**src/rtl/ahbcov_pkg.sv**
```systemverilog
package ahbcov_pkg;
  localparam int NCLS  = 5;
  localparam int NKIND = 2 * NCLS;
  localparam int NPAIR = NCLS * NCLS;
  localparam int NBIN  = NKIND + 2 * NCLS + NPAIR;
  localparam int BIN_W = $clog2(NBIN + 1);

  localparam logic [1:0] TR_IDLE = 2'b00;
  localparam logic [1:0] TR_BUSY = 2'b01;
  localparam logic [1:0] TR_NSEQ = 2'b10;
  localparam logic [1:0] TR_SEQ  = 2'b11;

  typedef enum logic [2:0] {
    CL_SINGLE = 3'd0,
    CL_INCR   = 3'd1,
    CL_B4     = 3'd2,
    CL_B8     = 3'd3,
    CL_B16    = 3'd4
  } bclass_t;

  typedef struct packed {
    logic    fire;
    bclass_t cls;
    logic    wr;
    logic    waited;
    logic    busied;
    logic    paired;
    bclass_t pcls;
  } done_t;

  function automatic bclass_t class_of(input logic [2:0] hb);
    case (hb)
      3'd0:       class_of = CL_SINGLE;
      3'd1:       class_of = CL_INCR;
      3'd2, 3'd3: class_of = CL_B4;
      3'd4, 3'd5: class_of = CL_B8;
      default:    class_of = CL_B16;
    endcase
  endfunction

  function automatic logic [4:0] beats_of(input bclass_t c);
    case (c)
      CL_SINGLE: beats_of = 5'd1;
      CL_B4:     beats_of = 5'd4;
      CL_B8:     beats_of = 5'd8;
      CL_B16:    beats_of = 5'd16;
      default:   beats_of = 5'd0;
    endcase
  endfunction

  function automatic logic [BIN_W-1:0] ones(input logic [NBIN-1:0] v);
    logic [BIN_W-1:0] n;
    n = '0;
    for (int i = 0; i < NBIN; i++) n = n + BIN_W'(v[i]);
    return n;
  endfunction
endpackage

```
**src/rtl/ahbcov_tracker.sv**
```systemverilog
module ahbcov_tracker
  import ahbcov_pkg::*;
(
  input  logic       clk,
  input  logic       rst_n,
  input  logic       hsel,
  input  logic [1:0] htrans,
  input  logic       hready,
  input  logic [1:0] hresp,
  input  logic [2:0] hburst,
  input  logic       hwrite,
  output done_t      done
);
  logic       act_q, last_q, wr_q, wait_q, busy_q, pend_q, prev_ok_q;
  bclass_t    cls_q, pcls_q, prev_cls_q;
  logic [4:0] cnt_q;

  logic    beat, nseq, seqb, gap, err, is_incr, comp, wait_now, busy_now;
  bclass_t new_cls;

  always_comb begin
    beat     = hsel && hready && htrans[1];
    nseq     = beat && (htrans == TR_NSEQ);
    seqb     = beat && (htrans == TR_SEQ);
    gap      = hready && (!hsel || (htrans == TR_IDLE));
    err      = hsel && (hresp != 2'b00);
    is_incr  = (cls_q == CL_INCR);
    comp     = act_q && hready && !err && (is_incr ? (nseq || gap) : last_q);
    wait_now = act_q && hsel && !hready;
    busy_now = act_q && hsel && (htrans == TR_BUSY);
    new_cls  = class_of(hburst);
    done     = '{fire: comp, cls: cls_q, wr: wr_q, waited: wait_q,
                 busied: busy_q, paired: pend_q, pcls: pcls_q};
  end

  always_ff @(posedge clk or negedge rst_n) begin
    if (!rst_n) begin
      act_q <= 1'b0; last_q <= 1'b0; wr_q <= 1'b0;
      wait_q <= 1'b0; busy_q <= 1'b0; pend_q <= 1'b0; prev_ok_q <= 1'b0;
      cls_q <= CL_SINGLE; pcls_q <= CL_SINGLE; prev_cls_q <= CL_SINGLE;
      cnt_q <= '0;
    end else begin
      if (wait_now) wait_q <= 1'b1;
      if (busy_now) busy_q <= 1'b1;
      if (err) begin
        act_q     <= 1'b0;
        pend_q    <= 1'b0;
        prev_ok_q <= 1'b0;
      end else begin
        if (comp) prev_cls_q <= cls_q;
        if (nseq) begin
          act_q     <= 1'b1;
          cls_q     <= new_cls;
          wr_q      <= hwrite;
          cnt_q     <= 5'd1;
          last_q    <= (beats_of(new_cls) == 5'd1);
          wait_q    <= 1'b0;
          busy_q    <= 1'b0;
          pend_q    <= comp || prev_ok_q;
          pcls_q    <= comp ? cls_q : prev_cls_q;
          prev_ok_q <= 1'b0;
        end else begin
          if (comp) begin
            act_q     <= 1'b0;
            prev_ok_q <= !gap;
          end else if (gap) begin
            prev_ok_q <= 1'b0;
          end
          if (act_q && !comp && seqb && !is_incr && !last_q) begin
            cnt_q <= cnt_q + 5'd1;
            if (cnt_q + 5'd1 == beats_of(cls_q)) last_q <= 1'b1;
          end
        end
      end
    end
  end
endmodule

```
**config.mk**
```make
export PLATFORM = sky130hd
export DESIGN_NAME = ahbcov_tracker
export DESIGN_NICKNAME = d
export VERILOG_FILES = /design/src/rtl/ahbcov_pkg.sv /design/src/rtl/ahbcov_tracker.sv
export SDC_FILE = /design/constraint.sdc
export NUM_CORES = 1
export LEC_CHECK = 0
export BUFFER_PORTS_ARGS = -buffer_cell sky130_fd_sc_hd__clkbuf_2
export CORE_MARGIN = 2
export CORE_UTILIZATION = 45
export CTS_CLUSTER_SIZE = 25
export DETAILED_ROUTE_END_ITERATION = 7
export GPL_TIMING_DRIVEN = 0
export PLACE_DENSITY = 0.68
export SLEW_MARGIN = 20
export SYNTH_ARGS = -nofsm -noshare
export SYNTH_HDL_FRONTEND = slang
export SYNTH_SLANG_ARGS = --single-unit
```
**constraint.sdc**
```tcl
create_clock -name clk -period 5.3 [get_ports clk]
set_clock_uncertainty 0.2 [all_clocks]
set_input_delay 0.53 -clock clk [delete_from_list [all_inputs] [get_ports clk]]
set_output_delay 0.53 -clock clk [all_outputs]
set_load 0.01 [all_outputs]
```
Yosys cells after proc, flatten, opt, wreduce, memory -nomap -nowiden
Index checks and enable logic that the tools add are counted.

word-level totals
  flip-flop bits (word level) = 21
  logic and storage cells = 101

operators by class
  $add $sub $neg = 1
  equality and inequality tests = 17
  muxes and demuxes = 30
  bitwise gates (word level) = 1
  reductions and logical operators = 41

operators by type and width
  cell                                                                    number
  5-bit one-hot mux with 4 select lines                                   2
  5-bit 2-to-1 mux                                                        7
  1-bit 2-to-1 mux                                                        19
  3-bit by 2-bit equality test with 1-bit output (second input constant)  6
  1-bit logical AND                                                       16
  3-bit equality test (second input constant)                             4
  3-bit one-hot mux with 4 select lines                                   1
  3-bit logical NOT                                                       3
  2-bit nonzero test                                                      4
  1-bit logical NOT                                                       7
  3-bit by 1-bit equality test with 1-bit output (second input constant)  2
  5-bit by 1-bit adder with 5-bit output (second input constant)          1
  5-bit by 1-bit equality test with 1-bit output (second input constant)  1
  5-bit equality test                                                     1
  2-bit equality test (second input constant)                             2
  2-bit AND reduction                                                     2
  4-bit nonzero test                                                      1
  2-bit OR reduction                                                      2
  1-bit logical OR                                                        3
  3-bit 2-to-1 mux                                                        1
  3-bit AND reduction                                                     1
  3-bit nonzero test                                                      1
  2-bit by 1-bit equality test with 1-bit output (second input constant)  1
  2-bit logical NOT                                                       1
  1-bit NOT                                                               1

Depth between registers and ports, before layout
Gate-level depths: netlist of the first run.

  word-level depth = 18
  mapped depth = 6
  mapped depth without buffers = 6

Worst setup path after synthesis of the first run
Ideal clock, no wire load.

  path kind = input -> output
  start = input hresp[1]
  end = output done[10] in the netlist's numbering
  arrival = 1.533 ns
  required time = 4.570 ns
  slack = 3.037 ns
  stages on the path = 4
  cell sequence = o21ai_1 nand3_1 a311oi_4 buf_4

between the ends
  longest elaborated chain between the ends = 5

ends and longest elaborated chain
  element                          RTL line              RTL
  from (decl)                      ahbcov_tracker.sv:9   input logic [1:0] hresp,
  2-bit nonzero test               ahbcov_tracker.sv:26  err = hsel && (hresp != 2'b00);
  1-bit logical AND                ahbcov_tracker.sv:26
  1-bit logical NOT                ahbcov_tracker.sv:28  comp = act_q && hready && !err && (is_incr ? (nseq || gap) : last_q);
  1-bit logical AND (2 in series)  ahbcov_tracker.sv:28
  to (decl)                        ahbcov_tracker.sv:12  output done_t done

Every way passes these cells.

Worst setup path after layout of the first run
  start = register cls_q[0]
  end = output done[10] in the netlist's numbering

between the ends
  longest elaborated chain between the ends = 3

ends and longest elaborated chain
  element                                         RTL line              RTL
  from (decl)                                     ahbcov_tracker.sv:15  bclass_t cls_q, pcls_q, prev_cls_q;
  from (signal assigned)                          ahbcov_tracker.sv:53  cls_q <= new_cls;
  3-bit by 1-bit equality test with 1-bit output  ahbcov_tracker.sv:27  is_incr = (cls_q == CL_INCR);
  1-bit 2-to-1 mux                                ahbcov_tracker.sv:28
  1-bit logical AND                               ahbcov_tracker.sv:28

Every way passes these cells.

==> results of run 1 <==
[stage by stage]
step,utilization,setup WS [ns],area (um^2),cells
floorplan,-,3.037,1094,98
global placement,0.5494,2.646,1239,148
detailed placement,0.5494,2.661,1239,148
CTS,0.5655,2.536,1275,153
global route,0.5655,2.420,1275,153
finish,0.5655,2.548,1275,153
[how the worst max path moves through the flow]
stage | to | from | slack [ns]
final | done[10] | cls_q[0] | 2.55
after global placement | done[10] | hresp[1] | 2.65
after detailed placement | done[10] | hresp[1] | 2.66
after CTS | done[10] | cls_q[0] | 2.54
after global routing | done[10] | cls_q[0] | 2.42
after floorplan | done[10] | hresp[1] | 3.04
[worst reg2reg max path, stage by stage, from the launching register on]
cell,delay (ns)
dfrtp_1,0.48
nor3b_4,0.36
nor2_2,0.08
a311oi_4,0.50
mux2_4,0.36
mux2_2,0.27
[area by class of cell]
| class | count | area share |
|---|---|---|
| inverter | 1 | 0.002944 |
| multi-input combinational | 69 | 0.4073 |
| tap | 28 | 0.02748 |
| sequential | 21 | 0.4122 |
| buffer | 7 | 0.03533 |
| timing repair buffer | 23 | 0.09421 |
| clock buffer | 4 | 0.02061 |
[power groups by stage]
stage          Combinational, mW  Clock (mW)  Sequential, mW
3_5_place_dp              0.0754           0           0.196
3_3_place_gp              0.0734           0           0.195
2_1_floorplan             0.0496           0           0.193
4_1_cts                   0.0764      0.0786           0.193
6_report                  0.0755      0.0752           0.192
5_1_grt                   0.0846      0.0849           0.195
[placed cells by master, fill, tap and decap left out, drive strengths merged, types with 2 or more instances in the layout]
cell type / netlist / routed
mux2i: 3 / 3
a21oi: 6 / 6
o21ai: 7 / 7
buf: 5 / 5
nor4b: 2 / 2
nand3: 3 / 3
clkbuf: 2 / 28
nand2: 11 / 11
nor3b: 2 / 2
a22o: 2 / 2
or3: 2 / 2
nor2: 5 / 5
mux2: 7 / 7
dfrtp: 21 / 21
o21a: 2 / 2
xnor2: 4 / 4
[per-layer routing]
layer / routed length [um] / up-vias / GRT usage
li1: - / 407 / -
met1: 1014 / 416 / 0.2295
met2: 1033 / 12 / 0.2840
met3: 63 / 2 / 0.03390
met4: 25 / 0 / 0.07692
met5: 0 / - / 0
[kinds of logic after synthesis]
family | Yosys count | synth area share
buffers and inverters | 8 | 0.04463
flip-flops | 21 | 0.4805
AO/OA/AOI/OAI | 22 | 0.1487
XOR/XNOR | 4 | 0.03203
adder cells (fa/ha/maj) | 1 | 0.01144
multiplexers | 10 | 0.1098
AND/OR/NAND/NOR | 32 | 0.1728
[sequential cells by signal (all words and copies together), names as in the netlist, 3 cells and up]
| signal | flops |
|---|---|
| cls_q | 3 |
| pcls_q | 3 |
| cnt_q | 5 |
| prev_cls_q | 3 |
[what timing repair did]
item                      4_1_cts  5_1_grt
setup buffers                   0        0
hold buffers                    1        0
hold endpoints to repair       13        0
gates resized for setup         0        0
==> out/metrics.cfg, run 1 <==
[layout]
finish.net_count = 139
drive_above_1_share = 0.3440
seqCellArea_um2 = 525.5
area_delta_synth_final_pct = 16.59
multi_input_area_um2 = 519.2
n_fill_cell = 224
n_antenna_cell = 0

[die]
start_util = 0.4850
die_y_um = 53.30
rows = 17
pin_count = 23
die_width_um = 53.30
die-area_um2 = 2840
core_um2 = 2255

[sta]
setup_viol_count_final = 0
tightestPinTransition_ns = 0.5144
grt_setup_unrepaired = no
fin_crit_ns = 2.752
slew_headroom = 0.6570
setup_tns_ns = 0
holdWs_ns = 0.2469
max_clock_freq_mhz = 363.3
slew_violations = 0
hold_viol_final = 0
fin_crit_sh = 0.5193

[place]
numPortBuffers = 22
gp_congestion = 0.7547
hpwl_um = 1592

[pwr]
p_sw_mw = 0.09910
p_comb_frac = 0.220
p_clk_frac = 0.219
pwr-share-seq = 0.561
netSwitchingFraction = 0.2889
intPower_mw = 0.2440
max-vdd-ir-drop_mv = 0.1604
total_power_mw = 0.3431
leakagePower_nw = 0.5910
powerDensity_nw_per_um2 = 269.1

[clock_network]
root_buffer = clkbuf_4
clock_tree.buffer_depth = 2
cts.sinks = 21
numCtsBuffers = 3
clk_latency_ns = 0.29
clk_pin_slew_worst_paths_ns = 0.11
tritoncts = yes
cts_max_level = 1

[logic_synthesis]
synth_area_per_cell_um2 = 11.16
ys_seq_elements = 21
synth_area_um2 = 1094
synth-edff-count = 0
synth_top_area_cell = dfrtp_1
yosysTopAreaCellShare = 0.4805
synth.most_common_cell = dfrtp_1
ys_top_cells_by_area = dfrtp_1 (48%), mux2_2 (4.1%), mux2_4 (4.1%)
synthArstFlopShare = 1.000
synth_seq_area_share = 0.4805
synth_flop_cell = dfrtp_1
synth_nets = 111
ys_top_cells_by_count = dfrtp_1 (21), nand2_1 (11), a21oi_1 (6), o21ai_0 (6), buf_4 (5)
ys.warnings.count = 0
synthCells = 98
yosysUniqueCellTypes = 34

[critical_path]
crit_path_top_delay_cell = a311oi_4
worstReg2RegEnd = pcls_q[0]
ff2ff_setup_slack_ns = 2.94
cp.required_ns = 4.57
r2r-start = cls_q[0]
worstPathCellList = nor3b_4 -> nor2_2 -> a311oi_4 -> buf_4 -> clkbuf_2
critical_path.max_stage_delay_ns = 0.50
worst_setup_path_end_kind = output port
cp_top_family = compound AO/OA/AOI/OAI gates
crit_cells = 5
path_max_fanout = 7
critical_path_class = reg -> out
critical_path_arrival_ns = 2.02
worstSetupStartpointType = register
cp_num_buf_inv = 2
rr_worst_depth = 5

[min_path]
worstHoldPathType = in -> reg
holdPathStages = 2
holdPathEnd = prev_ok_q
hold_start = hready

[drt]
drc = 0
drtIter0Drc = 7
ant_nets = 0
vias = 837
vias_per_cell = 5.471
drt_wl_total_um = 2137
post_drt_wl_per_cell_um = 13.97
drtPass1Iterations = 4

[flow_run]
maxCapViolations = 0

[grt]
grt_pass1_wl_um = 3588
grt_max_degree = 22
grt_use_total = 0.1770
grt_overflow = 0
grt_antenna_before_repair = 0
grt_pass1_vias = 781

[status]
status = finished clean

(Power assumes the default switching activity.)
==> run 2, diff against run 1 <==
--- a/config.mk
+++ b/config.mk
@@ -5,13 +5,14 @@
 export SDC_FILE = /design/constraint.sdc
 export NUM_CORES = 1
 export LEC_CHECK = 0
+export ABC_AREA = 1
 export BUFFER_PORTS_ARGS = -buffer_cell sky130_fd_sc_hd__clkbuf_2
 export CORE_MARGIN = 2
 export CORE_UTILIZATION = 45
 export CTS_CLUSTER_SIZE = 25
 export DETAILED_ROUTE_END_ITERATION = 7
 export GPL_TIMING_DRIVEN = 0
-export PLACE_DENSITY = 0.68
+export PLACE_DENSITY = 0.67
 export SLEW_MARGIN = 20
 export SYNTH_ARGS = -nofsm -noshare
 export SYNTH_HDL_FRONTEND = slang
==> constraint.sdc (replaced) <==
create_clock -name clk -period 2.7 [get_ports clk]
set_clock_uncertainty 0.2 [all_clocks]
set_input_delay 0.27 -clock clk [delete_from_list [all_inputs] [get_ports clk]]
set_output_delay 0.27 -clock clk [all_outputs]
set_load 0.01 [all_outputs]
==> run 2 against run 1 <==
Largest power group unchanged. Final area grew 5.8%. Global-route usage about the same. Sequential cell count is the same. Final cell count is 35% higher. Register-to-register slack lost 1.9 ns. Die area up 4.3%. Worst hold slack worse by 0.20 ns. Sequential share of layout area is 2.3 points lower.
==> out/metrics.cfg, run 2 <==
[status]
status = finished clean  ; unchanged

[grt]
grt_pass1_wl_um = 3781  ; was 3588 um
grt_use_total = 0.1765  ; was 0.1770
grt_pass1_vias = 918  ; was 781
grt_max_degree = 22  ; unchanged
grt_antenna_before_repair = 0  ; unchanged
grt_overflow = 0  ; unchanged

[clock_network]
cts.sinks = 21  ; unchanged
cts_max_level = 1  ; unchanged
clock_tree.buffer_depth = 2  ; unchanged
cts_resized = 0  ; unchanged
root_buffer = clkbuf_4  ; unchanged
cts_hold_buffers = 3  ; was 1
tritoncts = yes  ; unchanged
numCtsBuffers = 3  ; unchanged
clk_latency_ns = 0.30  ; was 0.29 ns
clk_pin_slew_worst_paths_ns = 0.11  ; about the same
post_cts_buffers = 0  ; unchanged

[critical_path]
cp.required_ns = 2.23  ; was 4.57 ns
crit_path_top_delay_cell = dfrtp_1  ; was a311oi_4
path_max_fanout = 9  ; was 7
critPathLaunch = cls_q[2]  ; was cls_q[0]
critical_path_class = reg -> out  ; unchanged
critical_path.max_stage_delay_ns = 0.42  ; was 0.50 ns
r2r-start = cnt_q[0]  ; was cls_q[0]
crit_top_cell = inv_1
worstPathCellList = inv_1 -> nand3_1 -> nand2_1 -> nand3_2 -> inv_1 -> buf_4 -> clkbuf_2  ; was nor3b_4 -> nor2_2 -> a311oi_4 -> buf_4 -> clkbuf_2
critical_path_arrival_ns = 1.62  ; was 2.02 ns
worstSetupStartpointType = register  ; unchanged
worst_setup_path_end_kind = output port  ; unchanged

[drt]
drtIter0Drc = 11  ; was 7
drt_wl_total_um = 2279  ; was 2137 um
drtPass1Iterations = 4  ; unchanged
drc = 0  ; unchanged
post_drt_wl_per_cell_um = 11.01  ; was 13.97 um
ant_nets = 0  ; unchanged
vias_per_cell = 4.778  ; was 5.471
vias = 989  ; was 837

[min_path]
worstHoldPathType = in -> reg  ; unchanged
hold_start = hburst[2]  ; was hready

[logic_synthesis]
synth_area_per_cell_um2 = 7.735  ; was 11.16 um^2
yosysUniqueCellTypes = 23  ; was 34
synth.most_common_cell = nand2_1  ; was dfrtp_1
yosysTopAreaCellShare = 0.4590  ; was 0.4805
synth_nets = 161  ; was 111
synth_area_um2 = 1145  ; was 1094 um^2
synth_seq_area_share = 0.4590  ; was 0.4805
synthCells = 148  ; was 98
ys.warnings.count = 0  ; unchanged
ys_seq_elements = 21  ; unchanged
synthArstFlopShare = 1.000  ; unchanged
synth_top_area_cell = dfrtp_1  ; unchanged
synth-edff-count = 0  ; unchanged
ys_top_cells_by_count = nand2_1 (47), dfrtp_1 (21), inv_1 (16)  ; was dfrtp_1 (21), nand2_1 (11), a21oi_1 (6), o21ai_0 (6), buf_4 (5)
ys_top_cells_by_area = dfrtp_1 (46%), nand2_1 (15%), inv_1 (5.2%)  ; was dfrtp_1 (48%), mux2_2 (4.1%), mux2_4 (4.1%)
synth_flop_cell = dfrtp_1  ; unchanged

[die]
die-area_um2 = 2964  ; was 2840 um^2
die_y_um = 54.44  ; was 53.30 um
core_um2 = 2455  ; was 2255 um^2
rows = 18  ; was 17
pin_count = 23  ; unchanged
start_util = 0.4664  ; was 0.4850
die_width_um = 54.44  ; was 53.30 um

[layout]
multi_input_area_um2 = 501.7  ; was 519.2 um^2
top_register = cnt_q  ; unchanged
mostFrequentLayoutCell = nand2_1  ; was clkbuf_2
finish.net_count = 191  ; was 139
largest_register_ffs = 5  ; unchanged
drive_above_1_share = 0.2486  ; was 0.3440
layout_common_cells = nand2_1 (47), clkbuf_2 (22), dfrtp_1 (21), inv_1 (16), nor2_1 (11)  ; was clkbuf_2 (22), dfrtp_1 (21), nand2_1 (11), a21oi_1 (6), o21ai_0 (6)
n_fill_cell = 232  ; was 224
seqCellArea_um2 = 525.5  ; unchanged
n_antenna_cell = 0  ; unchanged
area_delta_synth_final_pct = 17.81  ; was 16.59%

[pwr]
max-vdd-ir-drop_mv = 0.3515  ; was 0.1604 mV
powerDensity_nw_per_um2 = 627.8  ; was 269.1 nW/um^2
leakagePower_nw = 0.7215  ; was 0.5910 nW

[sta]
grt_setup_unrepaired = no  ; unchanged
tightestPinTransition_ns = 0.5159  ; was 0.5144 ns
slew_violations = 0  ; unchanged
setup_tns_ns = 0  ; unchanged
setup_viol_count_final = 0  ; unchanged
fin_crit_ns = 2.089
holdWs_ns = 0.05131  ; was 0.2469 ns
slew_headroom = 0.6560  ; was 0.6570
hold_viol_final = 0  ; unchanged
max_clock_freq_mhz = 478.8
fin_crit_sh = 0.7736

[place]
numPortBuffers = 22  ; unchanged
hpwl_um = 1711  ; was 1592 um
gp_congestion = 0.8444  ; was 0.7547

[flow_run]
maxCapViolations = 0  ; unchanged

-- run 2: area by class of cell --
type                            instances  area share
Clock buffer                            4     0.01948
Inverter                               18     0.05102
Sequential cell                        21      0.3896
Multi-Input combinational cell        103      0.3720
Buffer                                  6     0.03618
Timing Repair Buffer                   25      0.1039
Tap cell                               30     0.02783
-- run 2: critical path, delay by kind of cell, from the launching register on --
| family | cells | cell delay, ns |
|---|---|---|
| buffers and inverters | 4 | 0.53 |
| flip-flops | 1 | 0.42 |
| AND/OR/NAND/NOR | 3 | 0.37 |
-- run 2: cells by family after synthesis --
logic type	Yosys count	share of synthesized area
AND/OR/NAND/NOR	80	0.3147
flip-flops	21	0.4590
AO/OA/AOI/OAI	22	0.1126
buffers and inverters	24	0.1027
adder cells (fa/ha/maj)	1	0.01093
-- run 2: final timing paths --
kind,endpoint,slack [ns],cells after the start
worst max-delay path,done[10],0.61,7
worst min-delay path,cls_q[1],0.05,3
worst max register to register,last_q,1.04,9
worst min register to register,wr_q,0.29,2
max in group asynchronous,cls_q[0],1.69,2
min in group asynchronous,cnt_q[1],0.26,2
-- run 2: metrics by stage --
step	util	area, um^2	setup WS (ns)	cells	total power, mW
4_1_cts	0.5494	1349	0.6052	207	0.8592
5_1_grt	0.5494	1349	0.4819	207	0.9152
2_1_floorplan	-	1145	1.160	148	0.6128
6_report	0.5494	1349	0.6113	207	0.8468
3_5_place_dp	0.5265	1292	0.9031	200	0.7012
3_3_place_gp	0.5265	1292	0.8988	200	0.6919
-- run 2: power by group --
part / switching [mW] / internal, mW / total, mW
sequential: 0.0480 / 0.382 / 0.430
combinational: 0.155 / 0.111 / 0.266
clock: 0.0942 / 0.0574 / 0.152
-- run 2: routing by layer --
layer / track usage / share of wire
met1: 0.2257 / 0.47
met2: 0.2992 / 0.50
met3: 0.03279 / 0.022
met4: 0.05833 / 0.0066
met5: 0 / 0
==> run 3, diff against run 2 <==
==> constraint.sdc (replaced) <==
create_clock -name clk -period 2.2 [get_ports clk]
set_clock_uncertainty 0.2 [all_clocks]
set_input_delay 0.22 -clock clk [delete_from_list [all_inputs] [get_ports clk]]
set_output_delay 0.22 -clock clk [all_outputs]
set_load 0.01 [all_outputs]
==> run 3 against run 2 <==
Die area is the same. Final area grew 0.74%. Sequential power grew 23%. Clock power grew 22%. Worst setup slack lost 0.45 ns. Combinational power grew 23%. Critical path type unchanged.
==> out/metrics.cfg, run 3 (synthesis gave the netlist of run 2 again) <==
[layout]
layout_common_cells = nand2_1 (47), clkbuf_2 (22), dfrtp_1 (21), inv_1 (16), nor2_1 (11)  ; unchanged
top_register = cnt_q  ; unchanged
largest_register_ffs = 5  ; unchanged
final_cells = 208  ; was 207
n_fill_cell = 231  ; was 232
multi_input_area_um2 = 501.7  ; unchanged
seqCellArea_um2 = 525.5  ; unchanged
area_delta_synth_final_pct = 18.69  ; was 17.81%
n_antenna_cell = 0  ; unchanged
drive_above_1_share = 0.2472  ; was 0.2486
mostFrequentLayoutCell = nand2_1  ; unchanged
finish.net_count = 192  ; was 191
fin_area_um2 = 1359  ; was 1349 um^2

[die]
die_y_um = 54.44  ; unchanged
start_util = 0.4664  ; unchanged
die_width_um = 54.44  ; unchanged
pin_count = 23  ; unchanged
rows = 18  ; unchanged
core_um2 = 2455  ; unchanged
die-area_um2 = 2964  ; unchanged

[grt]
grt_overflow = 0  ; unchanged
grt_antenna_before_repair = 0  ; unchanged
grt_pass1_vias = 920  ; was 918
grt_max_degree = 22  ; unchanged
grt_pass1_wl_um = 3808  ; was 3781 um
grt_use_total = 0.1777  ; was 0.1765

[sta]
tightestPinTransition_ns = 0.5159  ; unchanged
max_clock_freq_mhz = 490.5
setup_tns_ns = 0  ; unchanged
grt_setup_unrepaired = no  ; unchanged
setup_viol_count_final = 0  ; unchanged
slew_violations = 0  ; unchanged
hold_viol_final = 0  ; unchanged
fin_crit_ns = 2.039
fin_crit_sh = 0.9267
slew_headroom = 0.6560  ; unchanged

[pwr]
max-vdd-ir-drop_mv = 0.4316  ; was 0.3515 mV
powerDensity_nw_per_um2 = 765.9  ; was 627.8 nW/um^2
leakagePower_nw = 0.7257  ; was 0.7215 nW

[drt]
drtIter0Drc = 11  ; unchanged
ant_nets = 0  ; unchanged
drt_wl_total_um = 2283  ; was 2279 um
post_drt_wl_per_cell_um = 10.98  ; was 11.01 um
vias_per_cell = 4.764  ; was 4.778
vias = 991  ; was 989
drtPass1Iterations = 4  ; unchanged
drc = 0  ; unchanged

[critical_path]
critPathLaunch = cls_q[2]  ; unchanged
critical_path.max_stage_delay_ns = 0.42  ; about the same
worstSetupStartpointType = register  ; unchanged
critical_path_class = reg -> out  ; unchanged
worst_setup_path_end_kind = output port  ; unchanged
r2r-start = cnt_q[0]  ; unchanged
ff2ff_setup_slack_ns = 0.54  ; was 1.04 ns
cp.required_ns = 1.78  ; was 2.23 ns
cp_num_buf_inv = 4  ; unchanged
worstPathCellList = inv_1 -> nand3_1 -> nand2_1 -> nand3_2 -> inv_1 -> buf_4 -> clkbuf_2  ; unchanged
cp_top_family = buffers and inverters  ; unchanged
crit_top_cell = inv_1  ; unchanged
crit_path_top_delay_cell = dfrtp_1  ; unchanged
critical_path_arrival_ns = 1.62  ; about the same
path_max_fanout = 9  ; unchanged

[clock_network]
root_buffer = clkbuf_4  ; unchanged
cts.sinks = 21  ; unchanged
clk_latency_ns = 0.30  ; about the same
tritoncts = yes  ; unchanged
post_cts_buffers = 0  ; unchanged
cts_max_level = 1  ; unchanged
clk_pin_slew_worst_paths_ns = 0.12  ; was 0.11 ns
numCtsBuffers = 3  ; unchanged
clock_tree.buffer_depth = 2  ; unchanged

[status]
status = finished clean  ; unchanged

[place]
hpwl_um = 1711  ; unchanged
place_area_um2 = 1292  ; unchanged
gp_congestion = 0.8444  ; unchanged
numPortBuffers = 22  ; unchanged
place_inst = 200  ; unchanged

[flow_run]
maxCapViolations = 0  ; unchanged

[min_path]
hold_start = htrans[1]  ; was hburst[2]
worstHoldPathType = in -> reg  ; unchanged

run 3: cell count changes in the layout (fill, tap and decap cells not counted), sizes merged:
cell	delta
dlygate4sd3	+1
run 3: power by group:
group          switching [mW]  leakage [nW]  internal [mW]
registers              0.0589         0.272          0.468
clock network           0.116        0.0150         0.0705
logic                   0.190         0.439          0.137
run 3: layout make-up:
class | count | area share
buffer | 6 | 0.03591
clock buffer | 4 | 0.01934
inverter | 18 | 0.05064
multi-input combinational | 103 | 0.3692
sequential | 21 | 0.3867
tap | 30 | 0.02762
timing repair buffer | 26 | 0.1105
run 3: per-layer routing:
metal	GRT usage	up-vias	share of wire	routed length, um
met5	0	-	0	0
met4	0.05833	0	0.0066	15
met3	0.03279	2	0.021	49
met2	0.2992	10	0.50	1133
met1	0.2292	451	0.48	1085
li1	-	528	-	-
run 3: path summary, 6_finish.rpt:
kind,cells after the start,to
min in group asynchronous,2,cnt_q[1]
setup reg to reg,9,last_q
setup / recovery,7,done[10]
max in group asynchronous,2,cls_q[0]
hold reg to reg,2,wr_q
hold / removal,3,prev_ok_q
run 3: worst min-delay path: cells and delay by family:
kind            cells  cell delay [ns]
compound gates      1             0.07
buf+inv             1             0.10
simple gates        1             0.08
run 3: per-stage QoR:
stage	utilization	setup WS, ns	hold WS [ns]	power [mW]
2_1_floorplan	-	0.7100	-0.2756	0.7521
3_3_place_gp	0.5265	0.4988	0.02057	0.8492
3_5_place_dp	0.5265	0.5031	0.03148	0.8606
4_1_cts	0.5535	0.1552	0.007966	1.056
5_1_grt	0.5535	0.03188	0.01904	1.125
6_report	0.5535	0.1613	0.02007	1.041
run 3: what timing repair did:
action | in CTS | in global routing
endpoints found under the setup margin | 0 | 0
hold endpoints to repair | 24 | 0
gates resized for setup | 0 | 0
hold buffers | 4 | 0
